`src/rtl/fbscan_pkg.sv`:
```
package fbscan_pkg;

  localparam int PIX_W = 32;

  typedef enum logic [1:0] {
    FMT_RGB555  = 2'd0,
    FMT_RGB565  = 2'd1,
    FMT_PACK24  = 2'd2,
    FMT_ARGB    = 2'd3
  } pix_fmt_e;

  function automatic logic [7:0] widen5(input logic [4:0] c);
    return {c, c[4:2]};
  endfunction

  function automatic logic [7:0] widen6(input logic [5:0] c);
    return {c, c[5:4]};
  endfunction

endpackage

```
`src/rtl/fbscan_walker.sv`:
```
module fbscan_walker #(
  parameter int AW = 24,
  parameter int CW = 10
) (
  input  logic          clk,
  input  logic          rst_n,
  input  logic          field_start,
  input  logic          field_odd,
  input  logic          line_start,
  input  logic [AW-1:0] base_long,
  input  logic [AW-1:0] base_short,
  input  logic [CW-1:0] words_m1,
  input  logic [CW-1:0] lines_m1,
  input  logic [CW-1:0] modulo,
  input  logic          dbl_scan,
  output logic          fetch_req,
  output logic [AW-1:0] fetch_addr
);

  localparam logic [AW-1:0] A_ONE = AW'(1);
  localparam logic [CW-1:0] C_ONE = CW'(1);

  logic          active_q, active_d;
  logic          busy_q, busy_d;
  logic          rep_q, rep_d;
  logic [AW-1:0] ptr_q, ptr_d;
  logic [AW-1:0] cur_q, cur_d;
  logic [CW-1:0] wcnt_q, wcnt_d;
  logic [CW-1:0] lidx_q, lidx_d;
  logic          step_en;
  logic          last_word;

  assign last_word = (wcnt_q == words_m1);
  assign step_en   = field_start | busy_q | (line_start & active_q);

  always_comb begin
    active_d = active_q;
    busy_d   = busy_q;
    rep_d    = rep_q;
    ptr_d    = ptr_q;
    cur_d    = cur_q;
    wcnt_d   = wcnt_q;
    lidx_d   = lidx_q;
    if (field_start) begin
      active_d = 1'b1;
      busy_d   = 1'b0;
      rep_d    = 1'b0;
      lidx_d   = '0;
      ptr_d    = field_odd ? base_short : base_long;
    end else if (busy_q) begin
      if (last_word) begin
        busy_d = 1'b0;
        if (dbl_scan && !rep_q) begin
          rep_d = 1'b1;
        end else begin
          rep_d = 1'b0;
          ptr_d = cur_q + AW'(modulo);
          if (lidx_q == lines_m1) active_d = 1'b0;
          else                    lidx_d   = lidx_q + C_ONE;
        end
      end else begin
        cur_d  = cur_q + A_ONE;
        wcnt_d = wcnt_q + C_ONE;
      end
    end else if (line_start && active_q) begin
      busy_d = 1'b1;
      cur_d  = ptr_q;
      wcnt_d = '0;
    end
  end

  always_ff @(posedge clk or negedge rst_n) begin
    if (!rst_n) begin
      active_q <= 1'b0;
      busy_q   <= 1'b0;
      rep_q    <= 1'b0;
      ptr_q    <= '0;
      cur_q    <= '0;
      wcnt_q   <= '0;
      lidx_q   <= '0;
    end else if (step_en) begin
      active_q <= active_d;
      busy_q   <= busy_d;
      rep_q    <= rep_d;
      ptr_q    <= ptr_d;
      cur_q    <= cur_d;
      wcnt_q   <= wcnt_d;
      lidx_q   <= lidx_d;
    end
  end

  assign fetch_req  = busy_q;
  assign fetch_addr = cur_q;

endmodule

```
`src/rtl/fbscan_unpack.sv`:
```
module fbscan_unpack
  import fbscan_pkg::*;
(
  input  logic             clk,
  input  logic             rst_n,
  input  logic             realign,
  input  logic [1:0]       fmt,
  input  logic             rd_valid,
  input  logic [31:0]      rd_data,
  output logic [1:0]       px_valid,
  output logic [PIX_W-1:0] px_lo,
  output logic [PIX_W-1:0] px_hi
);

  logic [PIX_W-1:0] half_px [2];
  logic [1:0]       phase_q, phase_d, phase_eff;
  logic [15:0]      hold_q, hold_d;
  logic [1:0]       vld_q, vld_d;
  logic [PIX_W-1:0] lo_q, lo_d, hi_q, hi_d;
  pix_fmt_e         fmt_e;

  assign fmt_e = pix_fmt_e'(fmt);

  for (genvar g = 0; g < 2; g++) begin : g_half
    logic [15:0] h;
    assign h = rd_data[16*g +: 16];
    always_comb begin
      if (fmt_e == FMT_RGB565)
        half_px[g] = {8'hFF, widen5(h[15:11]), widen6(h[10:5]), widen5(h[4:0])};
      else
        half_px[g] = {8'hFF, widen5(h[14:10]), widen5(h[9:5]), widen5(h[4:0])};
    end
  end

  assign phase_eff = realign ? 2'd0 : phase_q;

  always_comb begin
    phase_d = phase_eff;
    hold_d  = hold_q;
    vld_d   = 2'b00;
    lo_d    = lo_q;
    hi_d    = hi_q;
    if (rd_valid) begin
      unique case (fmt_e)
        FMT_RGB555, FMT_RGB565: begin
          vld_d = 2'b11;
          lo_d  = half_px[0];
          hi_d  = half_px[1];
        end
        FMT_ARGB: begin
          vld_d = 2'b01;
          lo_d  = rd_data;
        end
        default: begin
          unique case (phase_eff)
            2'd0: begin
              vld_d   = 2'b01;
              lo_d    = {8'hFF, rd_data[23:0]};
              hold_d  = {8'h00, rd_data[31:24]};
              phase_d = 2'd1;
            end
            2'd1: begin
              vld_d   = 2'b01;
              lo_d    = {8'hFF, rd_data[15:0], hold_q[7:0]};
              hold_d  = rd_data[31:16];
              phase_d = 2'd2;
            end
            default: begin
              vld_d   = 2'b11;
              lo_d    = {8'hFF, rd_data[7:0], hold_q};
              hi_d    = {8'hFF, rd_data[31:8]};
              phase_d = 2'd0;
            end
          endcase
        end
      endcase
    end
  end

  always_ff @(posedge clk or negedge rst_n) begin
    if (!rst_n) begin
      phase_q <= 2'd0;
      hold_q  <= '0;
      vld_q   <= 2'b00;
      lo_q    <= '0;
      hi_q    <= '0;
    end else begin
      phase_q <= phase_d;
      hold_q  <= hold_d;
      vld_q   <= vld_d;
      if (rd_valid) begin
        lo_q <= lo_d;
        hi_q <= hi_d;
      end
    end
  end

  assign px_valid = vld_q;
  assign px_lo    = lo_q;
  assign px_hi    = hi_q;

endmodule

```
`src/rtl/fbscan_addr_gen.sv`:
```
module fbscan_addr_gen
  import fbscan_pkg::*;
#(
  parameter int AW = 24,
  parameter int CW = 10
) (
  input  logic             clk,
  input  logic             rst_n,
  input  logic [AW-1:0]    base_long,
  input  logic [AW-1:0]    base_short,
  input  logic [CW-1:0]    words_m1,
  input  logic [CW-1:0]    lines_m1,
  input  logic [CW-1:0]    modulo,
  input  logic [1:0]       pix_fmt,
  input  logic             dbl_scan,
  input  logic             field_start,
  input  logic             field_odd,
  input  logic             line_start,
  output logic             fetch_req,
  output logic [AW-1:0]    fetch_addr,
  input  logic             rd_valid,
  input  logic [31:0]      rd_data,
  output logic [1:0]       px_valid,
  output logic [PIX_W-1:0] px_lo,
  output logic [PIX_W-1:0] px_hi
);

  logic realign;
  assign realign = line_start | field_start;

  fbscan_walker #(.AW(AW), .CW(CW)) u_walker (
    .clk         (clk),
    .rst_n       (rst_n),
    .field_start (field_start),
    .field_odd   (field_odd),
    .line_start  (line_start),
    .base_long   (base_long),
    .base_short  (base_short),
    .words_m1    (words_m1),
    .lines_m1    (lines_m1),
    .modulo      (modulo),
    .dbl_scan    (dbl_scan),
    .fetch_req   (fetch_req),
    .fetch_addr  (fetch_addr)
  );

  fbscan_unpack u_unpack (
    .clk      (clk),
    .rst_n    (rst_n),
    .realign  (realign),
    .fmt      (pix_fmt),
    .rd_valid (rd_valid),
    .rd_data  (rd_data),
    .px_valid (px_valid),
    .px_lo    (px_lo),
    .px_hi    (px_hi)
  );

endmodule

```
`config.mk`:
```
export PLATFORM = sky130hd
export DESIGN_NAME = fbscan_addr_gen
export DESIGN_NICKNAME = d
export VERILOG_FILES = /design/src/rtl/fbscan_pkg.sv /design/src/rtl/fbscan_walker.sv /design/src/rtl/fbscan_unpack.sv /design/src/rtl/fbscan_addr_gen.sv
export SDC_FILE = /design/constraint.sdc
export NUM_CORES = 1
export LEC_CHECK = 0
export ABC_AREA = 1
export BUFFER_PORTS_ARGS = -buffer_cell sky130_fd_sc_hd__buf_2
export CAP_MARGIN = 20
export CORE_MARGIN = 10
export CORE_UTILIZATION = 28
export DETAILED_ROUTE_END_ITERATION = 7
export GPL_ROUTABILITY_DRIVEN = 1
export PLACE_DENSITY = 0.55
export SKIP_LAST_GASP = 1
export SLEW_MARGIN = 10
export SYNTH_ARGS = -nofsm -noshare
export SYNTH_HDL_FRONTEND = slang
export SYNTH_SLANG_ARGS = --single-unit
```
`constraint.sdc`:
```
create_clock -name clk -period 2.2 [get_ports clk]
set_input_delay 0.11 -clock clk [delete_from_list [all_inputs] [get_ports clk]]
set_output_delay 0.11 -clock clk [all_outputs]
set_load 0.01 [all_outputs]
```
==> results of run 1 <==
[flip-flops by register name, indices dropped and copies added (netlist names)]
signal and count:
u_unpack.px_lo 32, u_unpack.phase_q 2, u_walker.active_q 1, u_unpack.px_hi 25, u_walker.fetch_req 1, u_unpack.hold_q 16
u_walker.fetch_addr 24, u_walker.wcnt_q 10, u_walker.ptr_q 24, u_unpack.px_valid 2, u_walker.rep_q 1, u_walker.lidx_q 10
[power groups by stage]
stage | clock network [mW] | registers, mW | logic, mW
floorplan | 0 | 3.53 | 1.43
global placement | 0 | 3.52 | 2.50
detailed placement | 0 | 3.51 | 2.51
CTS | 2.99 | 3.47 | 2.56
global route | 3.10 | 3.53 | 2.86
finish | 2.91 | 3.47 | 2.54
[tightest hold or removal path, cell delays in order]
cell	delay, ns
buf_2	0.16
nand2_1	0.08
a31oi_1	0.07
[kinds of logic (layout without fill, tap and decap cells)]
kind of cell	Yosys count	count (layout)	synth area share
XOR/XNOR	39	39	0.03510
flip-flops	148	148	0.3806
AO/OA/AOI/OAI	258	258	0.1630
other	0	1	0
buffers and inverters	214	437	0.09733
adder cells (fa/ha/maj)	14	14	0.01877
AND/OR/NAND/NOR	718	718	0.3032
multiplexers	2	2	0.002057
[routing by layer]
| metal | global-route usage | up-vias |
|---|---|---|
| li1 | - | 4957 |
| met1 | 0.2245 | 4757 |
| met2 | 0.2816 | 389 |
| met3 | 0.04436 | 47 |
| met4 | 0.04561 | 2 |
| met5 | 0 | - |
[cell usage in the layout, fill, tap and decap left out, types with 3 or more instances in the layout]
master | Yosys | layout
a21oi_1 | 51 | 51
a221oi_1 | 6 | 6
a31oi_1 | 34 | 34
a41oi_1 | 5 | 5
buf_12 | 1 | 4
buf_2 | 22 | 208
buf_4 | 13 | 28
clkbuf_16 | 0 | 17
clkinv_1 | 3 | 3
clkinvlp_4 | 0 | 5
dfrtp_1 | 148 | 148
dlygate4sd3_1 | 0 | 19
ha_1 | 13 | 13
inv_1 | 135 | 135
inv_2 | 7 | 7
inv_6 | 0 | 5
nand2_1 | 385 | 385
nand2_2 | 6 | 6
nand3_1 | 84 | 83
nand4_1 | 11 | 11
nor2_1 | 198 | 198
nor2_2 | 7 | 7
nor3_1 | 10 | 10
o211ai_1 | 21 | 21
o211ai_2 | 5 | 5
o21ai_0 | 82 | 82
o21ai_2 | 15 | 15
o221ai_1 | 3 | 3
o22ai_1 | 29 | 29
or2_2 | 7 | 7
xnor2_1 | 11 | 11
xor2_1 | 28 | 28
[metrics by stage]
step	total power, mW	hold slack (ns)
global route	9.485	0.01362
finish	8.920	0.02753
detailed placement	6.025	0.06647
global placement	6.013	0.06232
CTS	9.019	0.004850
floorplan	4.963	-0.1856
[final cells by class]
cell class | instances | area [sq um]
clock inverter | 13 | 125.1
fill | 3735 | 22450
tap | 455 | 569.3
clock buffer | 18 | 439.2
timing repair buffer | 260 | 1533
sequential | 148 | 3704
multi-input combinational | 1031 | 5086
inverter | 146 | 553.0
antenna | 1 | 2.502
[worst paths after layout]
kind	cells after the start	slack (ns)	to	startpoint
hold / removal	3	0.03	u_unpack.px_hi[3]	rd_data[16]
hold reg to reg	2	0.47	u_unpack.px_hi[12]	u_unpack.px_hi[12]
setup reg to reg	11	0.27	u_walker.ptr_q[23]	u_walker.fetch_addr[9]
setup / recovery	11	0.27	u_walker.ptr_q[23]	u_walker.fetch_addr[9]
max in group asynchronous	3	1.39	u_unpack.px_hi[11]	rst_n
min in group asynchronous	2	0.16	u_walker.ptr_q[22]	rst_n
[what timing repair did]
action	CTS	global route
resized for setup	0	1
hold buffers	19	0
endpoints found under the hold margin	79	0
endpoints found under the setup margin	0	1
==> results.py, run 1 <==
metrics = {
    "critical_path": {
        "end_kind": "flip-flop",
        "critical-path-top-delay-family": "simple AND/OR/NAND/NOR gates",
        "startpoint_type": "flip-flop",
        "critPathMostFrequentCell": "nand2_1",
        "crit_path_max_fanout": 5,
        "crit_arrival_ns": 2.30,
        "worstPathCellList": "ha_1 -> nand2_1 -> nor2_1 -> nand2_1 -> nor2_1 -> nand2_1 -> nand2_1 -> nand2_1 -> nand2_1 -> nand2_1 -> a21oi_1",
        "worst-path-buf-inv": 0,
        "required_ns": 2.56,
        "slowest_delay_ns": 0.44,
        "crit_type": "flip-flop to flip-flop",
        "cp_slowest_cell": "dfrtp_1",
    },
    "flow_run": {
        "max_cap_viol_count": 0,
    },
    "synthesis": {
        "ys_seq_area_frac": 0.3806,
        "synth_edf_count": 0,
        "netlist_top_cells_area": "dfrtp_1 (38%), nand2_1 (15%), nor2_1 (7.6%), inv_1 (5.2%), nand3_1 (4.3%)",
        "synth_fp_nets": 1526,
        "ys_seq_elements": 148,
        "yosysMostFrequentCell": "nand2_1",
        "netlist_area_sq_um": 9732,
        "synth_async_sr_flop_share": 1.000,
        "netlist_instances": 1393,
        "avgSynthCellArea_sq_um": 6.986,
        "yosysTopAreaCellShare": 0.3806,
        "ys_warn_count": 0,
        "ys_types": 48,
        "synth_area_leader_cell": "dfrtp_1",
        "synthTopCellsByCount": "nand2_1 (385), nor2_1 (198), dfrtp_1 (148)",
        "synth_flop_cell": "dfrtp_1",
    },
    "power_and_ir_drop": {
        "clkPwrFrac": 0.326,
        "sequentialPowerShare": 0.389,
        "vdd_drop_max_v": 0.0005566,
        "p_sw_mw": 3.276,
        "switching_share": 0.3673,
        "cellLeakagePower_nw": 5.794,
        "pwr-share-comb": 0.284,
        "cellInternalPower_mw": 5.643,
        "power_density_nw_per_um2": 742.6,
    },
    "clock_tree": {
        "cts.path.max_buffers": 2,
        "path_clk_slew_ns": 0.07,
        "cts-buffers-inserted": 17,
        "cts_tree": "done",
        "root_buffer": "clkbuf_16",
        "cts_max_level": 4,
        "cts_setup_buffers": 0,
        "worstSkewPairLatency_ns": 0.44,
        "cts.sinks": 148,
    },
    "timing": {
        "finalCritPeriodShare": 0.8793,
        "period_needed_ns": 1.935,
        "max_clock_freq_mhz": 516.9,
        "relSlewSlack": 0.6001,
        "setup_violations": 0,
        "worst_pin_slew_ns": 0.5992,
        "finClkSkew_ns": 0.01488,
        "fin_tns_setup_ns": 0,
        "finalMaxSlewViolations": 0,
        "rsz0062_at_grt": "false",
        "layout_setup_ws_ns": 0.2654,
        "finalHoldViolations": 0,
    },
    "detailed_routing": {
        "drcViolationCount": 0,
        "num_vias": 10150,
        "met2_length_um": 17470,
        "highest_layer": "met5",
        "drtAntennaViolNets": 0,
        "wl_um": 37350,
        "wl_met3_um": 2837,
        "drt-met1-wl_um": 16350,
        "wl_per_cell_um": 18.03,
        "firstDrtPassIters": 5,
        "drt-initial-drc-count": 751,
        "viasPerCell": 4.900,
    },
    "global_route": {
        "grt_pass1_wl_um": 57730,
        "grt_max_degree": 56,
        "overflow": 0,
        "antenna_found_initial": 2,
        "grt_pass1_vias": 10010,
        "grt_usage": 0.1736,
    },
    "finish": {
        "stdcell_count": 2072,
        "fin_util": 0.3486,
        "drive_above_1_share": 0.2036,
        "area_delta_synth_final_pct": 23.42,
        "nets": 1737,
        "fin_area_sq_um": 12010,
    },
    "status": {
        "status": "finished, final reports clean",
    },
    "floorplan": {
        "initial_utilization": 0.2824,
        "core_sq_um": 34460,
        "ios": 210,
        "rows": 68,
        "die_w_um": 206.4,
        "die_h_um": 206.4,
        "die_area_sq_um": 42610,
    },
    "placement": {
        "dp_slack_ns": 0.1904,
        "gp_congestion": 0.9481,
        "dp.cells": 2021,
        "port_buffers": 209,
        "dp_hpwl_um": 27990,
        "dpl_cell_area_sq_um": 11250,
    },
    "min_path": {
        "min_path_type": "input pin to flip-flop",
    },
}
Note: power is estimated with default switching activity, not from simulation.
==> run 2, diff against run 1 <==
--- a/config.mk
+++ b/config.mk
@@ -8,7 +8,7 @@
 export ABC_AREA = 1
 export BUFFER_PORTS_ARGS = -buffer_cell sky130_fd_sc_hd__buf_2
 export CAP_MARGIN = 20
-export CORE_MARGIN = 10
+export CORE_MARGIN = 4
 export CORE_UTILIZATION = 28
 export DETAILED_ROUTE_END_ITERATION = 7
 export GPL_ROUTABILITY_DRIVEN = 1
==> results.py, run 2 (same netlist as run 1, synthesis figures left out) <==
metrics = {
    "status": {
        "status": "finished, final reports clean",
    },
    "finish": {
        "drive_above_1_share": 0.2052,
        "register_area_sq_um": 3704,
        "area_delta_synth_final_pct": 24.39,
        "fillCellCount": 3728,
        "layout_commonest_cell": "nand2_1",
        "nets": 1744,
        "multi_input_area_sq_um": 5086,
        "largest_reg_flops": 32,
        "final_cell_mix": "nand2_1 (385), buf_2 (208), nor2_1 (198)",
    },
    "detailed_routing": {
        "drcViolationCount": 0,
        "drtAntennaViolNets": 0,
        "met2_length_um": 16540,
        "wl_um": 35230,
        "viasPerCell": 4.831,
        "drt-met1-wl_um": 15620,
        "wl_per_cell_um": 16.95,
        "firstDrtPassIters": 5,
        "num_vias": 10040,
        "wl_met3_um": 2209,
        "highest_layer": "met5",
        "drt-initial-drc-count": 603,
    },
    "global_route": {
        "grt_max_degree": 57,
        "antenna_found_initial": 2,
        "grt_pass1_vias": 10080,
        "grt_usage": 0.1864,
        "grt_pass1_wl_um": 56350,
        "overflow": 0,
    },
    "clock_tree": {
        "cts.path.max_buffers": 2,
        "cts_tree": "done",
        "cts_max_level": 4,
        "cts_setup_buffers": 0,
        "cts-buffers-inserted": 17,
        "cts.sinks": 148,
        "worstSkewPairLatency_ns": 0.44,
        "root_buffer": "clkbuf_16",
        "path_clk_slew_ns": 0.06,
    },
    "placement": {
        "port_buffers": 209,
        "gp_congestion": 0.9013,
        "dp_hpwl_um": 26850,
    },
    "critical_path": {
        "required_ns": 2.58,
        "startpoint_type": "flip-flop",
        "worstPathCellList": "nand2_2 -> inv_2 -> nor2_1 -> nor3_4 -> buf_12 -> nor2_1 -> a31oi_1 -> dlygate4sd3_1",
        "crit_arrival_ns": 2.43,
        "cp_slowest_cell": "dlygate4sd3_1",
        "crit_path_max_fanout": 42,
        "worst-path-buf-inv": 3,
        "critPathMostFrequentCell": "nor2_1",
        "critical-path-top-delay-family": "buffers and inverters",
        "slowest_delay_ns": 0.58,
        "crit_type": "flip-flop to flip-flop",
        "end_kind": "flip-flop",
    },
    "timing": {
        "finalCritPeriodShare": 0.9349,
        "worst_pin_slew_ns": 0.5239,
        "finClkSkew_ns": 0.007266,
        "finalMaxSlewViolations": 0,
        "setup_violations": 0,
        "period_needed_ns": 2.057,
        "fin_tns_setup_ns": 0,
        "rsz0062_at_grt": "false",
        "max_clock_freq_mhz": 486.2,
        "hold_ws_ns": 0.02967,
        "relSlewSlack": 0.6503,
        "finalHoldViolations": 0,
    },
    "flow_run": {
        "max_cap_viol_count": 0,
    },
    "floorplan": {
        "initial_utilization": 0.2831,
        "die_area_sq_um": 37800,
        "ios": 210,
        "rows": 68,
        "core_sq_um": 34370,
        "die_h_um": 194.4,
        "die_w_um": 194.4,
    },
    "power_and_ir_drop": {
        "cellLeakagePower_nw": 5.860,
        "vdd_drop_max_v": 0.0006724,
        "power_density_nw_per_um2": 750.0,
    },
    "min_path": {
        "min_path_type": "input pin to flip-flop",
    },
}
## run 2: cell types whose count changed in the layout (fill, tap and decap cells not counted), sizes merged
cell,delta
buf,+5
inv,-5
clkbuf,+3
clkinv,+3
clkinvlp,-3
bufinv,+2
dlygate4sd3,+2
## run 2: routing by layer
layer	track usage	up-vias
li1	-	4977
met5	0	-
met1	0.2432	4677
met2	0.3087	341
met4	0.06094	2
met3	0.04004	46
## run 2: final timing paths
kind	start	to	slack (ns)	cells past startpoint
max in group asynchronous	rst_n	u_unpack.px_hi[18]	1.34	3
worst min-delay path	rd_data[28]	u_unpack.px_hi[21]	0.03	3
worst min register to register	u_walker.ptr_q[3]	u_walker.ptr_q[3]	0.48	2
worst max register to register	u_unpack.phase_q[1]	u_unpack.px_hi[2]	0.14	8
worst max-delay path	u_unpack.phase_q[1]	u_unpack.px_hi[2]	0.14	8
min in group asynchronous	rst_n	u_walker.fetch_addr[14]	0.15	2
## run 2: where the power goes
group / switching (mW) / leakage (nW) / internal (mW) / total (mW)
Sequential: 0.341 / 1.79 / 3.10 / 3.44
Combinational: 1.61 / 3.78 / 0.978 / 2.59
Clock: 1.19 / 0.294 / 1.86 / 3.05
Total: 3.14 / 5.86 / 5.94 / 9.08
## run 2: cell type report
class                   instances  area share
clock inverters                10     0.01075
diodes                          1   0.0002067
clock buffers                  21     0.03886
well taps                     455     0.04703
multi-input cells            1031      0.4202
repair buffers                267      0.1314
flip-flops and latches        148      0.3059
inverters                     146     0.04568
## run 2: per-stage QoR
| step | utilization | total power, mW | area (sq um) | cells | worst slack (ns) |
|---|---|---|---|---|---|
| after detailed placement | 0.3284 | 6.030 | 11290 | 2026 | 0.2459 |
| after global placement | 0.3284 | 6.007 | 11290 | 2026 | 0.2877 |
| after global routing | 0.3521 | 9.664 | 12100 | 2078 | 0.01067 |
| final | 0.3522 | 9.079 | 12110 | 2079 | 0.1432 |
| after CTS | 0.3520 | 9.171 | 12100 | 2078 | 0.1861 |
| after floorplan | - | 4.963 | 9732 | 1393 | 0.2741 |
## run 2: what timing repair did
action | 4_1_cts | 5_1_grt
hold buffers | 21 | 0
hold endpoints to repair | 62 | 0
resized for setup | 0 | 1
endpoints found under the setup margin | 0 | 2
## run 2: worst reg2reg max path, delay by kind of cell (launching register included)
kind / cells / cell delay, ns
buffers and inverters: 3 / 0.96
and+or+nand+nor: 4 / 0.54
DFF: 1 / 0.34
AOI/OAI and AO/OA: 1 / 0.15
==> run 3, diff against run 2 <==
--- a/config.mk
+++ b/config.mk
@@ -5,7 +5,6 @@
 export SDC_FILE = /design/constraint.sdc
 export NUM_CORES = 1
 export LEC_CHECK = 0
-export ABC_AREA = 1
 export BUFFER_PORTS_ARGS = -buffer_cell sky130_fd_sc_hd__buf_2
 export CAP_MARGIN = 20
 export CORE_MARGIN = 4
==> constraint.sdc (replaced) <==
create_clock -name clk -period 2.2 [get_ports clk]
set_input_delay 0.22 -clock clk [delete_from_list [all_inputs] [get_ports clk]]
set_output_delay 0.22 -clock clk [all_outputs]
set_load 0.01 [all_outputs]
==> results.py, run 3 <==
metrics = {
    "status": {
        "status": "finished, violations left",
        "violations": "negative setup slack",
    },
    "critical_path": {
        "crit_type": "flip-flop to flip-flop",
        "required_ns": 2.50,
        "crit_path_max_fanout": 7,
        "startpoint_type": "flip-flop",
        "crit_arrival_ns": 2.51,
        "end_kind": "flip-flop",
    },
    "finish": {
        "fillCellCount": 3246,
        "final_cell_mix": "buf_2 (208), dfrtp_1 (146), nand2_1 (107)",
        "register_area_sq_um": 3706,
        "diodes": 0,
        "layout_commonest_cell": "buf_2",
        "multi_input_area_sq_um": 5024,
        "nets": 1410,
        "fin_util": 0.3759,
        "area_delta_synth_final_pct": 32.64,
        "largest_reg_flops": 32,
        "drive_above_1_share": 0.3140,
    },
    "timing": {
        "relSlewSlack": 0.4976,
        "layout_setup_ws_ns": -0.004215,
        "worst_pin_slew_ns": 0.7509,
        "rsz0062_at_grt": "true",
        "max_clock_freq_mhz": 453.7,
        "finalMaxSlewViolations": 0,
        "setup_violations": 1,
        "finalHoldViolations": 0,
        "period_needed_ns": 2.204,
        "finalCritPeriodShare": 1.002,
        "finClkSkew_ns": 0.01206,
    },
    "global_route": {
        "grt_pass1_vias": 8607,
        "grt_max_degree": 57,
        "antenna_found_initial": 0,
        "grt_usage": 0.1776,
        "grt_pass1_wl_um": 49480,
        "overflow": 0,
    },
    "placement": {
        "gp_congestion": 0.8626,
        "dp_hpwl_um": 23890,
        "dp_slack_ns": -0.09755,
        "port_buffers": 209,
    },
    "synthesis": {
        "yosysMostFrequentCell": "dfrtp_1",
        "ys_seq_area_frac": 0.4152,
        "synth_async_sr_flop_share": 1.000,
        "netlist_instances": 1020,
        "yosysTopAreaCellShare": 0.4152,
        "ys_warn_count": 0,
        "avgSynthCellArea_sq_um": 8.745,
        "synth_area_leader_cell": "dfrtp_1",
        "synth_fp_nets": 1153,
        "synth_compound_area_frac": 0.2243,
        "synth_fa_ha_area_frac": 0.02048,
        "synth_edf_count": 0,
        "synth_flop_cell": "dfrtp_1",
        "netlist_area_sq_um": 8920,
        "synthTopCellsByCount": "dfrtp_1 (148), nand2_1 (107), nor2_1 (104)",
        "synthSimpleGateAreaFrac": 0.1828,
        "ys_types": 67,
        "synthMuxAreaShare": 0.07070,
        "netlist_top_cells_area": "dfrtp_1 (42%), a21oi_1 (5.6%), mux2i_1 (5.0%), nand2_1 (4.5%), nor2_1 (4.4%)",
        "ys_seq_elements": 148,
        "synth_top_family_by_area": "compound AO/OA/AOI/OAI gates",
        "yosys.area_share.xor_xnor": 0.04026,
    },
    "detailed_routing": {
        "wl_per_cell_um": 19.09,
        "wl_met3_um": 2512,
        "viasPerCell": 5.212,
        "drt-initial-drc-count": 664,
        "highest_layer": "met4",
        "drcViolationCount": 0,
        "drt-met1-wl_um": 13780,
        "wl_um": 32300,
        "firstDrtPassIters": 5,
        "drtAntennaViolNets": 0,
        "num_vias": 8819,
        "met2_length_um": 15400,
    },
    "clock_tree": {
        "cts_max_level": 4,
        "worstSkewPairLatency_ns": 0.43,
        "cts-buffers-inserted": 17,
        "cts.path.max_buffers": 2,
        "cts.sinks": 148,
        "root_buffer": "clkbuf_16",
        "cts_tree": "done",
        "path_clk_slew_ns": 0.07,
    },
    "power_and_ir_drop": {
        "cellLeakagePower_nw": 5.210,
        "power_density_nw_per_um2": 762.4,
        "vdd_drop_max_v": 0.0005347,
        "power_mw": 9.021,
    },
    "floorplan": {
        "die_w_um": 186.5,
        "ios": 210,
        "die_h_um": 186.5,
        "core_sq_um": 31470,
        "rows": 65,
        "die_area_sq_um": 34780,
        "initial_utilization": 0.2834,
    },
    "flow_run": {
        "max_cap_viol_count": 0,
    },
    "min_path": {
        "min_path_type": "input pin to flip-flop",
    },
}
run 3: changes by cell type after synthesis, sizes merged, moves of 22 or more:
cell,before,now
clkbuf,24,60
o211ai,26,4
a21oi,53,99
nand2,393,107
nand3,85,25
buf,44,16
nor2,206,104
mux2i,2,45
o21ai,99,76
inv,142,23
run 3: worst paths after layout:
path,from,to,slack (ns),cells past startpoint
max in group asynchronous,rst_n,u_walker.fetch_addr[3],1.27,3
worst min register to register,u_unpack.px_hi[6],u_unpack.px_hi[6],0.48,2
worst max-delay path,u_walker.fetch_addr[0],u_walker.fetch_addr[22],-0.004,8
worst max register to register,u_walker.fetch_addr[0],u_walker.fetch_addr[22],-0.004,8
worst min-delay path,base_short[2],u_walker.ptr_q[2],0.06,3
min in group asynchronous,rst_n,u_unpack.px_lo[20],0.23,2
run 3: metrics by stage:
stage / TNS, ns / hold slack [ns] / cells / area (sq um)
floorplan: 0 / -0.07559 / 1020 / 8921
global placement: -0.2828 / 0.1336 / 1650 / 10930
detailed placement: -0.4338 / 0.1316 / 1650 / 10930
CTS: -0.04115 / 0.05097 / 1684 / 11560
global route: -1.106 / 0.07191 / 1692 / 11830
finish: -0.004215 / 0.06294 / 1692 / 11830
run 3: worst max-delay path, cell delays in order (launching register included):
cell and delay, ns:
dfrtp_2 0.36, buf_4 0.14, ha_1 0.20, nand3_1 0.13, or4_4 0.52, nor2_1 0.11, buf_4 0.15, nand2_1 0.10
o311ai_0 0.37
run 3: power by group:
group | internal, mW | leakage (nW) | switching [mW]
Sequential | 3.06 | 1.78 | 0.297
Clock | 1.52 | 0.277 | 1.43
Combinational | 1.19 | 3.15 | 1.52
Total | 5.77 | 5.21 | 3.25
run 3: repair_timing:
action	in CTS	in global routing
resized for setup	6	47
gates cloned	0	2
endpoints found under the hold margin	29	0
pin swaps	2	16
hold buffers	1	0
setup endpoints to repair	13	36
setup buffers	1	6
run 3: metal layers:
layer / up-vias / track usage
li1: 4220 / -
met1: 4180 / 0.2310
met2: 381 / 0.2959
met3: 38 / 0.04770
met4: 0 / 0.04408
met5: - / 0
run 3: cells by family after synthesis:
group,after synthesis
buffers and inverters,100
flip-flops,148
AO/OA/AOI/OAI,311
adder cells (fa/ha/maj),14
multiplexers,61
XOR/XNOR,41
AND/OR/NAND/NOR,345
run 3: cell type report:
type	instances	share of cell area
clock buffers	17	0.03596
clock inverters	15	0.01354
inverters	24	0.007614
multi-input cells	772	0.4246
flip-flops and latches	148	0.3132
well taps	402	0.04251
repair buffers	314	0.1625
